### src/rtl/jru_pkg.sv
package jru_pkg;
  localparam logic [2:0] CLS_JMP64 = 3'd5;
  localparam logic [2:0] CLS_JMP32 = 3'd6;

  typedef enum logic [3:0] {
    C_ALWAYS = 4'h0, C_EQ  = 4'h1, C_UGT = 4'h2, C_UGE = 4'h3,
    C_TEST   = 4'h4, C_NE  = 4'h5, C_SGT = 4'h6, C_SGE = 4'h7,
    C_CALL   = 4'h8, C_EXIT = 4'h9, C_ULT = 4'ha, C_ULE = 4'hb,
    C_SLT    = 4'hc, C_SLE = 4'hd, C_RSV0 = 4'he, C_RSV1 = 4'hf
  } jcond_e;

  typedef struct packed {
    logic   wide;
    logic   use_reg;
    jcond_e cond;
    logic   legal;
    logic   is_call;
    logic   is_exit;
  } jdec_t;
endpackage

### src/rtl/jru_decode.sv
module jru_decode
  import jru_pkg::*;
(
  input  logic [7:0] opcode,
  output jdec_t      dec
);
  logic [2:0] cls;
  jcond_e     cnd;
  logic       cls_ok;
  logic       cnd_ok;

  assign cls = opcode[2:0];
  assign cnd = jcond_e'(opcode[7:4]);

  always_comb begin
    cls_ok = (cls == CLS_JMP64) || (cls == CLS_JMP32);
    case (cnd)
      C_RSV0, C_RSV1:         cnd_ok = 1'b0;
      C_ALWAYS, C_CALL, C_EXIT: cnd_ok = (cls == CLS_JMP64);
      default:                cnd_ok = 1'b1;
    endcase
  end

  always_comb begin
    dec.wide    = (cls == CLS_JMP64);
    dec.use_reg = opcode[3];
    dec.cond    = cnd;
    dec.legal   = cls_ok && cnd_ok;
    dec.is_call = cls_ok && cnd_ok && (cnd == C_CALL);
    dec.is_exit = cls_ok && cnd_ok && (cnd == C_EXIT);
  end
endmodule

### src/rtl/jru_cmp_core.sv
module jru_cmp_core
  import jru_pkg::*;
#(
  parameter int W = 64
) (
  input  logic [W-1:0] a,
  input  logic [W-1:0] b,
  input  jcond_e       cond,
  output logic         hit
);
  logic eq, ult, slt;

  assign eq  = (a == b);
  assign ult = (a < b);
  assign slt = ($signed(a) < $signed(b));

  always_comb begin
    case (cond)
      C_ALWAYS: hit = 1'b1;
      C_EQ:     hit = eq;
      C_NE:     hit = !eq;
      C_TEST:   hit = |(a & b);
      C_UGT:    hit = !ult && !eq;
      C_UGE:    hit = !ult;
      C_ULT:    hit = ult;
      C_ULE:    hit = ult || eq;
      C_SGT:    hit = !slt && !eq;
      C_SGE:    hit = !slt;
      C_SLT:    hit = slt;
      C_SLE:    hit = slt || eq;
      default:  hit = 1'b0;
    endcase
  end
endmodule

### src/rtl/jru_target.sv
module jru_target #(
  parameter int PCW   = 12,
  parameter int OFFW  = 16,
  parameter int DEPTH = 4096
) (
  input  logic [PCW-1:0]  pc,
  input  logic [OFFW-1:0] offset,
  input  logic            take,
  output logic [PCW-1:0]  next_pc,
  output logic            fault
);
  localparam int SW = ((PCW > OFFW) ? PCW : OFFW) + 2;

  logic signed [SW-1:0] pc_s, off_s, seq_s, sel_s;

  always_comb begin
    pc_s  = $signed({{(SW-PCW){1'b0}}, pc});
    off_s = $signed({{(SW-OFFW){offset[OFFW-1]}}, offset});
    seq_s = pc_s + SW'(1);
    sel_s = take ? (seq_s + off_s) : seq_s;
    fault = (sel_s < 0) || (sel_s >= SW'(DEPTH));
    next_pc = fault ? pc : sel_s[PCW-1:0];
  end
endmodule

### src/rtl/jump_resolve_unit.sv
module jump_resolve_unit
  import jru_pkg::*;
#(
  parameter int DW    = 64,
  parameter int NW    = 32,
  parameter int IMMW  = 32,
  parameter int OFFW  = 16,
  parameter int DEPTH = 4096,
  parameter int PCW   = $clog2(DEPTH)
) (
  input  logic            clk,
  input  logic            rst,
  input  logic            in_valid,
  input  logic [7:0]      opcode,
  input  logic [DW-1:0]   dst_val,
  input  logic [DW-1:0]   src_val,
  input  logic [IMMW-1:0] imm,
  input  logic [OFFW-1:0] offset,
  input  logic [PCW-1:0]  pc,
  output logic            out_valid,
  output logic [PCW-1:0]  next_pc,
  output logic            taken,
  output logic            call_req,
  output logic            exit_req,
  output logic            illegal,
  output logic            fault
);
  localparam int NCMP = 2;

  jdec_t         dec;
  logic [DW-1:0] opb;
  logic [NCMP-1:0] hit;
  logic          take;
  logic [PCW-1:0] tgt_pc;
  logic          tgt_fault;

  jru_decode u_dec (.opcode(opcode), .dec(dec));

  assign opb = dec.use_reg ? src_val : {{(DW-IMMW){imm[IMMW-1]}}, imm};

  // index 0: narrow compare, index 1: full-width compare
  for (genvar g = 0; g < NCMP; g++) begin : g_cmp
    localparam int CW = (g == 0) ? NW : DW;
    jru_cmp_core #(.W(CW)) u_core (
      .a    (dst_val[CW-1:0]),
      .b    (opb[CW-1:0]),
      .cond (dec.cond),
      .hit  (hit[g])
    );
  end

  assign take = dec.legal && !dec.is_call && !dec.is_exit &&
                (dec.wide ? hit[1] : hit[0]);

  jru_target #(.PCW(PCW), .OFFW(OFFW), .DEPTH(DEPTH)) u_tgt (
    .pc      (pc),
    .offset  (offset),
    .take    (take),
    .next_pc (tgt_pc),
    .fault   (tgt_fault)
  );

  always_ff @(posedge clk) begin
    if (rst) begin
      out_valid <= 1'b0;
      next_pc   <= '0;
      taken     <= 1'b0;
      call_req  <= 1'b0;
      exit_req  <= 1'b0;
      illegal   <= 1'b0;
      fault     <= 1'b0;
    end else begin
      out_valid <= in_valid;
      taken     <= in_valid && take;
      call_req  <= in_valid && dec.is_call;
      exit_req  <= in_valid && dec.is_exit;
      illegal   <= in_valid && !dec.legal;
      fault     <= in_valid && tgt_fault;
      if (in_valid) next_pc <= tgt_pc;
    end
  end
endmodule

### config.mk
export PLATFORM = sky130hd
export DESIGN_NAME = jump_resolve_unit
export DESIGN_NICKNAME = d
export VERILOG_FILES = /design/src/rtl/jru_pkg.sv /design/src/rtl/jru_decode.sv /design/src/rtl/jru_cmp_core.sv /design/src/rtl/jru_target.sv /design/src/rtl/jump_resolve_unit.sv
export SDC_FILE = /design/constraint.sdc
export NUM_CORES = 1
export LEC_CHECK = 0
export ABC_AREA = 1
export BUFFER_PORTS_ARGS = -buffer_cell sky130_fd_sc_hd__buf_2
export CAP_MARGIN = 20
export CORE_MARGIN = 4
export CORE_UTILIZATION = 55
export DETAILED_ROUTE_END_ITERATION = 10
export PLACE_DENSITY = 0.95
export REMOVE_ABC_BUFFERS = 1
export SYNTH_ARGS = -nofsm -noshare
export SYNTH_HDL_FRONTEND = slang
export SYNTH_HIERARCHICAL = 1
export SYNTH_SLANG_ARGS = --single-unit
### constraint.sdc
create_clock -name clk -period 4.5 [get_ports clk]
set_input_delay 0.675 -clock clk [delete_from_list [all_inputs] [get_ports clk]]
set_output_delay 0.675 -clock clk [all_outputs]
set_load 0.1 [all_outputs]
==> results of run 1 <==
-- flip-flops by register name, summed over array words and instances, names as in the netlist --
signal     flops
exit_req       1
out_valid      1
next_pc       12
illegal        1
taken          1
fault          1
call_req       1
-- worst max-delay path, delay by kind of cell --
kind	cells	cell delay, ns
simple gates	21	2.36
buf+inv	6	0.71
fa+ha+maj	1	0.29
compound gates	1	0.15
-- power breakdown --
group / switching (µW) / internal [µW]
registers: 7.74 / 172
logic: 571 / 326
clock network: 50.6 / 116
total: 630 / 615
-- how the worst max path moves through the flow --
stage / from / end / depth (start not counted)
2_1_floorplan: opcode[3] / next_pc[0] / 27
3_3_place_gp: opcode[3] / next_pc[0] / 29
3_5_place_dp: opcode[3] / next_pc[0] / 29
4_1_cts: opcode[3] / next_pc[10] / 29
5_1_grt: opcode[3] / next_pc[7] / 29
6_report: opcode[3] / next_pc[10] / 29
-- kinds of logic after synthesis --
kind of cell / synth area share (%)
flip-flops: 4.70
AO/OA/AOI/OAI: 8.03
XOR/XNOR: 1.26
adder cells (fa/ha/maj): 34.0
buffers and inverters: 13.3
AND/OR/NAND/NOR: 38.7
-- Yosys cell counts (2+ instances only) --
cell	count	area [µm²]
sky130_fd_sc_hd__o21ai_1	3	15.0
sky130_fd_sc_hd__nand2_2	15	93.8
sky130_fd_sc_hd__nor2_1	148	556
sky130_fd_sc_hd__nor2_2	7	43.8
sky130_fd_sc_hd__buf_4	9	67.6
sky130_fd_sc_hd__buf_2	7	35.0
sky130_fd_sc_hd__o21a_1	4	30.0
sky130_fd_sc_hd__a21o_1	3	22.5
sky130_fd_sc_hd__and2_1	3	18.8
sky130_fd_sc_hd__buf_6	9	101
sky130_fd_sc_hd__inv_2	8	30.0
sky130_fd_sc_hd__or2_2	4	25.0
sky130_fd_sc_hd__dfxtp_1	18	360
sky130_fd_sc_hd__nand2_1	440	1650
sky130_fd_sc_hd__nand4_1	11	68.8
sky130_fd_sc_hd__nand3b_1	2	15.0
sky130_fd_sc_hd__o21ai_0	35	175
sky130_fd_sc_hd__ha_1	207	2590
sky130_fd_sc_hd__nor2_4	7	78.8
sky130_fd_sc_hd__o21bai_1	13	97.6
sky130_fd_sc_hd__clkinv_1	2	7.51
sky130_fd_sc_hd__nand3_1	56	280
sky130_fd_sc_hd__nor3_1	5	25.0
sky130_fd_sc_hd__xnor2_1	5	43.8
sky130_fd_sc_hd__inv_1	201	754
sky130_fd_sc_hd__nor4_1	3	18.8
sky130_fd_sc_hd__xor2_1	6	52.6
sky130_fd_sc_hd__nand3_2	7	70.1
sky130_fd_sc_hd__a21oi_1	51	255
-- what timing repair did --
action | 4_1_cts | 5_1_grt
gates resized for setup | 0 | 6
endpoints found under the setup margin | 0 | 13
hold endpoints to repair | 0 | 0
-- per-stage QoR --
stage	hold slack (ns)	cells	power [µW]	utilization [%]	area, µm²
detailed placement	0.468	1668	1070	65.3	8780
global route	0.550	1672	1380	66.0	8880
floorplan	0.747	1271	793	-	7440
global placement	0.468	1668	1040	65.3	8780
CTS	0.481	1671	1250	65.8	8860
finish	0.474	1672	1240	66.0	8880
-- cell type report --
cell class              instances  area share [%]
multi-input cells            1042            71.0
repair buffers                221            12.7
inverters                     211            8.94
flip-flops and latches         18            4.06
well taps                     176            2.48
clock buffers                   3           0.845
diodes                          1          0.0282
-- layer usage --
layer  GRT usage, %  vias to the layer above  routed length (µm)
met5              0                        -                  21
met4           5.87                        4                 461
met3           3.90                       40                1320
met2           41.8                      254                9330
met1           28.9                     3634                8530
li1               -                     4406                   -
-- placed cells by master, fill, tap and decap left out, types with 14 or more instances in the layout --
cell type,instances
sky130_fd_sc_hd__dfxtp_1,18
sky130_fd_sc_hd__buf_2,216
sky130_fd_sc_hd__nand2_2,14
sky130_fd_sc_hd__a21oi_1,50
sky130_fd_sc_hd__nand3_1,56
sky130_fd_sc_hd__nor2_1,148
sky130_fd_sc_hd__o21ai_0,35
sky130_fd_sc_hd__ha_1,207
sky130_fd_sc_hd__nand2_1,440
sky130_fd_sc_hd__inv_1,201
==> flow_summary_export.csv, run 1 <==
group,metric,value,unit
status,status,"finished clean",
detailed_routing,route.final.wire_length,19700,µm
sta,setup_tns,0,ns
sta,slew_headroom,66.6,%
clocking,clock_insertion_delay_worst_skew,0.24,ns
clocking,cts_hold_buffers,0,
layout,final_net_count,1904,
global_routing,wire_length_of_the_first_global_routing_pass,32300,µm
detailed_routing,vias_per_cell,4.99,
sta,clock.fmax,249,MHz
floorplan,core_area,13500,µm²
setup_path,worstPathArrival,4.20,ns
floorplan,floorplan.die.width,126,µm
power,irDropWorstVdd,147,µV
detailed_routing,drt_iter0_drc,502,
job,cap_viol_max_count,0,
clocking,cts_buffer_depth,2,
sta,minimum_clock_period_after_layout,4.02,ns
detailed_routing,postRouteAntennaNets,0,
setup_path,critical-path-slowest-cell,"sky130_fd_sc_hd__ha_1",
setup_path,start_of_the_worst_register_to_register_path,"next_pc[4]",
floorplan,die_area,15900,µm²
sta,finalClockSkew,0,ns
detailed_routing,dr_total_vias,8338,
detailed_routing,route.detailed.wl_per_inst,11.8,µm
global_routing,grt_max_degree,37,
clocking,clock-sinks,18,
setup_path,timing.rr.end,"next_pc[4]",
setup_path,critical_path.max_fanout,33,
layout,final_layout_size_suffix_gt1_share,18.3,%
setup_path,critical-path-max-stage-delay,0.29,ns
clocking,clock-root-buffer,"sky130_fd_sc_hd__clkbuf_16",
power,power.density,140,nW/µm²
synthesis,ys_types,39,
setup_path,timing_worst_setup_path_type,"in -> reg",
sta,setup_repair_after_global_routing_missed_its_margin,"false",
global_routing,grtUsageTotal,23.3,%
min_path,min_path_cells,2,
sta,setup_slack,0.479,ns
clocking,clk_pin_slew,0.05,ns
synthesis,synth_seq_area_share,4.70,%
synthesis,yosys_warnings,6,
global_routing,gr-total-overflow,0,
sta,finalHoldViolCount,0,
setup_path,worst_setup_path_start_kind,"input pin",
min_path,worstHoldPathType,"reg -> reg",
synthesis,ys_seq_elements,18,
layout,num-fill-cells,1266,
sta,worstMarginPinSlew,0.505,ns
setup_path,crit_required,4.68,ns
power,static-leakage-power,0.00573,µW
clocking,cts_max_level,1,
placement,dp_hpwl,17400,µm
floorplan,floorplan.rows,42,
sta,finalSetupViolCount,0,
min_path,timing.hold.worst_endpoint,"next_pc[8]",
setup_path,worst-r2r-setup-slack,3.84,ns
layout,regArea,360,µm²
sta,finalMaxSlewViolations,0,
floorplan,initial_core_util,57.0,%
synthesis,synth-async-reset-ratio,0,%
setup_path,critical-path-top-cell-by-count,"sky130_fd_sc_hd__nand2_1",
synthesis,syn-cell-area,7670,µm²
detailed_routing,drtPass1Iterations,5,
clocking,tritoncts_clock_tree,"yes",
detailed_routing,drc_violations_left,0,
placement,io_buffer_count,216,
floorplan,die_height,126,µm
placement,placement.setup.worst_slack,0.00612,ns
sta,timing.final.crit_share,89.4,%
setup_path,endpoint_kind,"flop",
min_path,hold_path_startpoint,"next_pc[8]",
setup_path,reg2reg_depth,2,
global_routing,via_count_of_the_first_global_routing_pass,7639,
synthesis,synth-edff-count,0,
layout,syn_to_final_growth,15.9,%
clocking,cts_post_setup_buffers_inserted,0,
layout,multi_input_comb_area,6310,µm²
synthesis,synth-main-ff-cell,"sky130_fd_sc_hd__dfxtp_1",
placement,routabilityCongestion,0.936,
global_routing,antenna_found_initial,3,
synthesis,synthesis.instances,1299,
synthesis,synthesis.area_per_instance,5.90,µm²
clocking,cts_inserted_buffers,3,
floorplan,ioPinCount,217,
Note: power is estimated with default switching activity, not from simulation.
==> run 2, diff against run 1 <==
--- a/config.mk
+++ b/config.mk
@@ -9,9 +9,9 @@
 export BUFFER_PORTS_ARGS = -buffer_cell sky130_fd_sc_hd__buf_2
 export CAP_MARGIN = 20
 export CORE_MARGIN = 4
-export CORE_UTILIZATION = 55
+export CORE_UTILIZATION = 40
 export DETAILED_ROUTE_END_ITERATION = 10
-export PLACE_DENSITY = 0.95
+export PLACE_DENSITY = 0.76
 export REMOVE_ABC_BUFFERS = 1
 export SYNTH_ARGS = -nofsm -noshare
 export SYNTH_HDL_FRONTEND = slang
==> constraint.sdc (replaced) <==
create_clock -name clk -period 3.7 [get_ports clk]
set_input_delay 0.555 -clock clk [delete_from_list [all_inputs] [get_ports clk]]
set_output_delay 0.555 -clock clk [all_outputs]
set_load 0.1 [all_outputs]
==> flow_summary_export.csv, run 2 (same netlist as run 1, synthesis figures left out) <==
group,metric,value,unit
status,status,"finished clean",
min_path,hold_path_startpoint,"rst",
global_routing,via_count_of_the_first_global_routing_pass,8137,
job,cap_viol_max_count,0,
floorplan,die_area,21500,µm²
clocking,cts_max_level,1,
clocking,cts_buffer_depth,2,
setup_path,timing_worst_setup_path_type,"in -> reg",
min_path,timing.hold.worst_endpoint,"fault",
placement,io_buffer_count,216,
power,static-leakage-power,0.00638,µW
global_routing,gr-total-overflow,0,
layout,num-fill-cells,1817,
detailed_routing,drtPass1Iterations,5,
layout,final_layout_size_suffix_gt1_share,30.8,%
setup_path,timing.rr.end,"next_pc[3]",
clocking,tritoncts_clock_tree,"yes",
clocking,clk_pin_slew,0.05,ns
layout,layout_commonest_cell,"sky130_fd_sc_hd__nand2_1",
detailed_routing,met2WireLength,11600,µm
floorplan,floorplan.rows,50,
layout,final_net_count,2005,
setup_path,worstPathArrival,3.75,ns
layout,largest_register_ff_count,12,
detailed_routing,dr_total_vias,8846,
sta,timing.final.crit_share,97.9,%
power,irDropWorstVdd,138,µV
sta,slew_headroom,66.9,%
global_routing,antenna_found_initial,1,
setup_path,critical-path-max-stage-delay,0.27,ns
detailed_routing,drt_iter0_drc,386,
detailed_routing,drc_violations_left,0,
sta,minimum_clock_period_after_layout,3.62,ns
sta,finalHoldViolCount,0,
setup_path,worst_setup_path_start_kind,"input pin",
detailed_routing,route.final.wire_length,24100,µm
power,totalPowerFinal,1800,µW
global_routing,grtUsageTotal,19.4,%
setup_path,timing.critical_path.depth,30,
setup_path,endpoint_kind,"flop",
placement,placement.setup.worst_slack,-0.420,ns
sta,finalSetupViolCount,0,
sta,final.hold.worst_slack,0.506,ns
detailed_routing,maxUsedRoutingLayer,"met5",
clocking,cts_inserted_buffers,3,
setup_path,worst-r2r-setup-slack,3.05,ns
detailed_routing,vias_per_cell,4.83,
setup_path,start_of_the_worst_register_to_register_path,"next_pc[3]",
sta,setup_repair_after_global_routing_missed_its_margin,"true",
layout,final_core_util,56.3,%
floorplan,die_height,146,µm
floorplan,floorplan.die.width,146,µm
floorplan,ioPinCount,217,
detailed_routing,route.detailed.wl_per_inst,13.2,µm
placement,dp_hpwl,18800,µm
sta,setup_slack,0.0792,ns
setup_path,crit_required,3.83,ns
clocking,clock-root-buffer,"sky130_fd_sc_hd__clkbuf_16",
clocking,clock-sinks,18,
sta,finalClockSkew,0,ns
power,power.density,170,nW/µm²
layout,most-common-layout-cells,"394 x sky130_fd_sc_hd__nand2_1, 215 x sky130_fd_sc_hd__buf_2, 193 x sky130_fd_sc_hd__inv_1, 187 x sky130_fd_sc_hd__ha_1, 122 x sky130_fd_sc_hd__nor2_1",
min_path,worstHoldPathType,"in -> reg",
layout,register_containing_the_most_flip_flops_in_the_final_layout,"next_pc",
floorplan,core_area,18800,µm²
sta,clock.fmax,276,MHz
detailed_routing,postRouteAntennaNets,0,
setup_path,critical-path-slowest-cell,"sky130_fd_sc_hd__ha_4",
clocking,clock_insertion_delay_worst_skew,0.24,ns
layout,syn_to_final_growth,37.8,%
global_routing,wire_length_of_the_first_global_routing_pass,36300,µm
detailed_routing,route.layer.met1.wl,10900,µm
sta,finalMaxSlewViolations,0,
setup_path,critical_path.top_delay_family,"simple AND/OR/NAND/NOR gates",
setup_path,critPathBufInv,6,
min_path,min_path_cells,2,
detailed_routing,dr_wl_met3,1310,µm
floorplan,initial_core_util,40.9,%
setup_path,critical_path.max_fanout,7,
sta,worstMarginPinSlew,0.499,ns
setup_path,reg2reg_depth,2,
placement,routabilityCongestion,0.921,
global_routing,grt_max_degree,38,
layout,antennaDiodeCount,0,
[run 2: cell type report]
class | count | area [µm²] | area share [%]
clock buffers | 3 | 75.1 | 0.710
repair inverters | 1 | 7.51 | 0.0710
well taps | 234 | 293 | 2.77
flip-flops and latches | 18 | 360 | 3.41
multi-input cells | 1045 | 6930 | 65.6
inverters | 211 | 826 | 7.82
repair buffers | 318 | 2080 | 19.6
[run 2: metrics by stage]
step / cell area [µm²] / std cells / TNS [ns]
after floorplan: 7440 / 1271 / -7.19
after global placement: 9500 / 1806 / -4.36
after detailed placement: 9500 / 1806 / -5.21
after CTS: 9690 / 1813 / 0
after global routing: 10600 / 1830 / -1.84
final: 10600 / 1830 / 0
[run 2: how the worst max path moves through the flow]
stage / endpoint / from / slack, ns
floorplan: next_pc[0] / opcode[3] / -0.57
global placement: next_pc[0] / opcode[3] / -0.35
detailed placement: next_pc[8] / opcode[3] / -0.42
CTS: next_pc[11] / opcode[3] / 0.01
global route: next_pc[6] / opcode[3] / -0.16
finish: next_pc[7] / opcode[3] / 0.08
[run 2: metal layers]
layer	up-vias	GRT usage (%)
li1	4610	-
met5	-	0
met1	3960	26.6
met2	254	34.2
met3	20	2.33
met4	2	1.41
[run 2: worst register-to-register path, cell delays in order, from the launching register on]
cell	delay, ns
sky130_fd_sc_hd__dfxtp_1	0.33
sky130_fd_sc_hd__o21ai_0	0.16
sky130_fd_sc_hd__nor2_1	0.05
[run 2: power breakdown]
group	switching, µW	internal, µW
Clock	64.4	142
Combinational	809	564
Sequential	9.22	209
Total	883	915
[run 2: repair_timing]
action,4_1_cts,5_1_grt
endpoints found under the hold margin,0,0
hold buffers,0,0
endpoints found under the setup margin,13,13
gates cloned,4,7
gates resized for setup,18,156
pin swaps,6,87
setup buffers,0,10
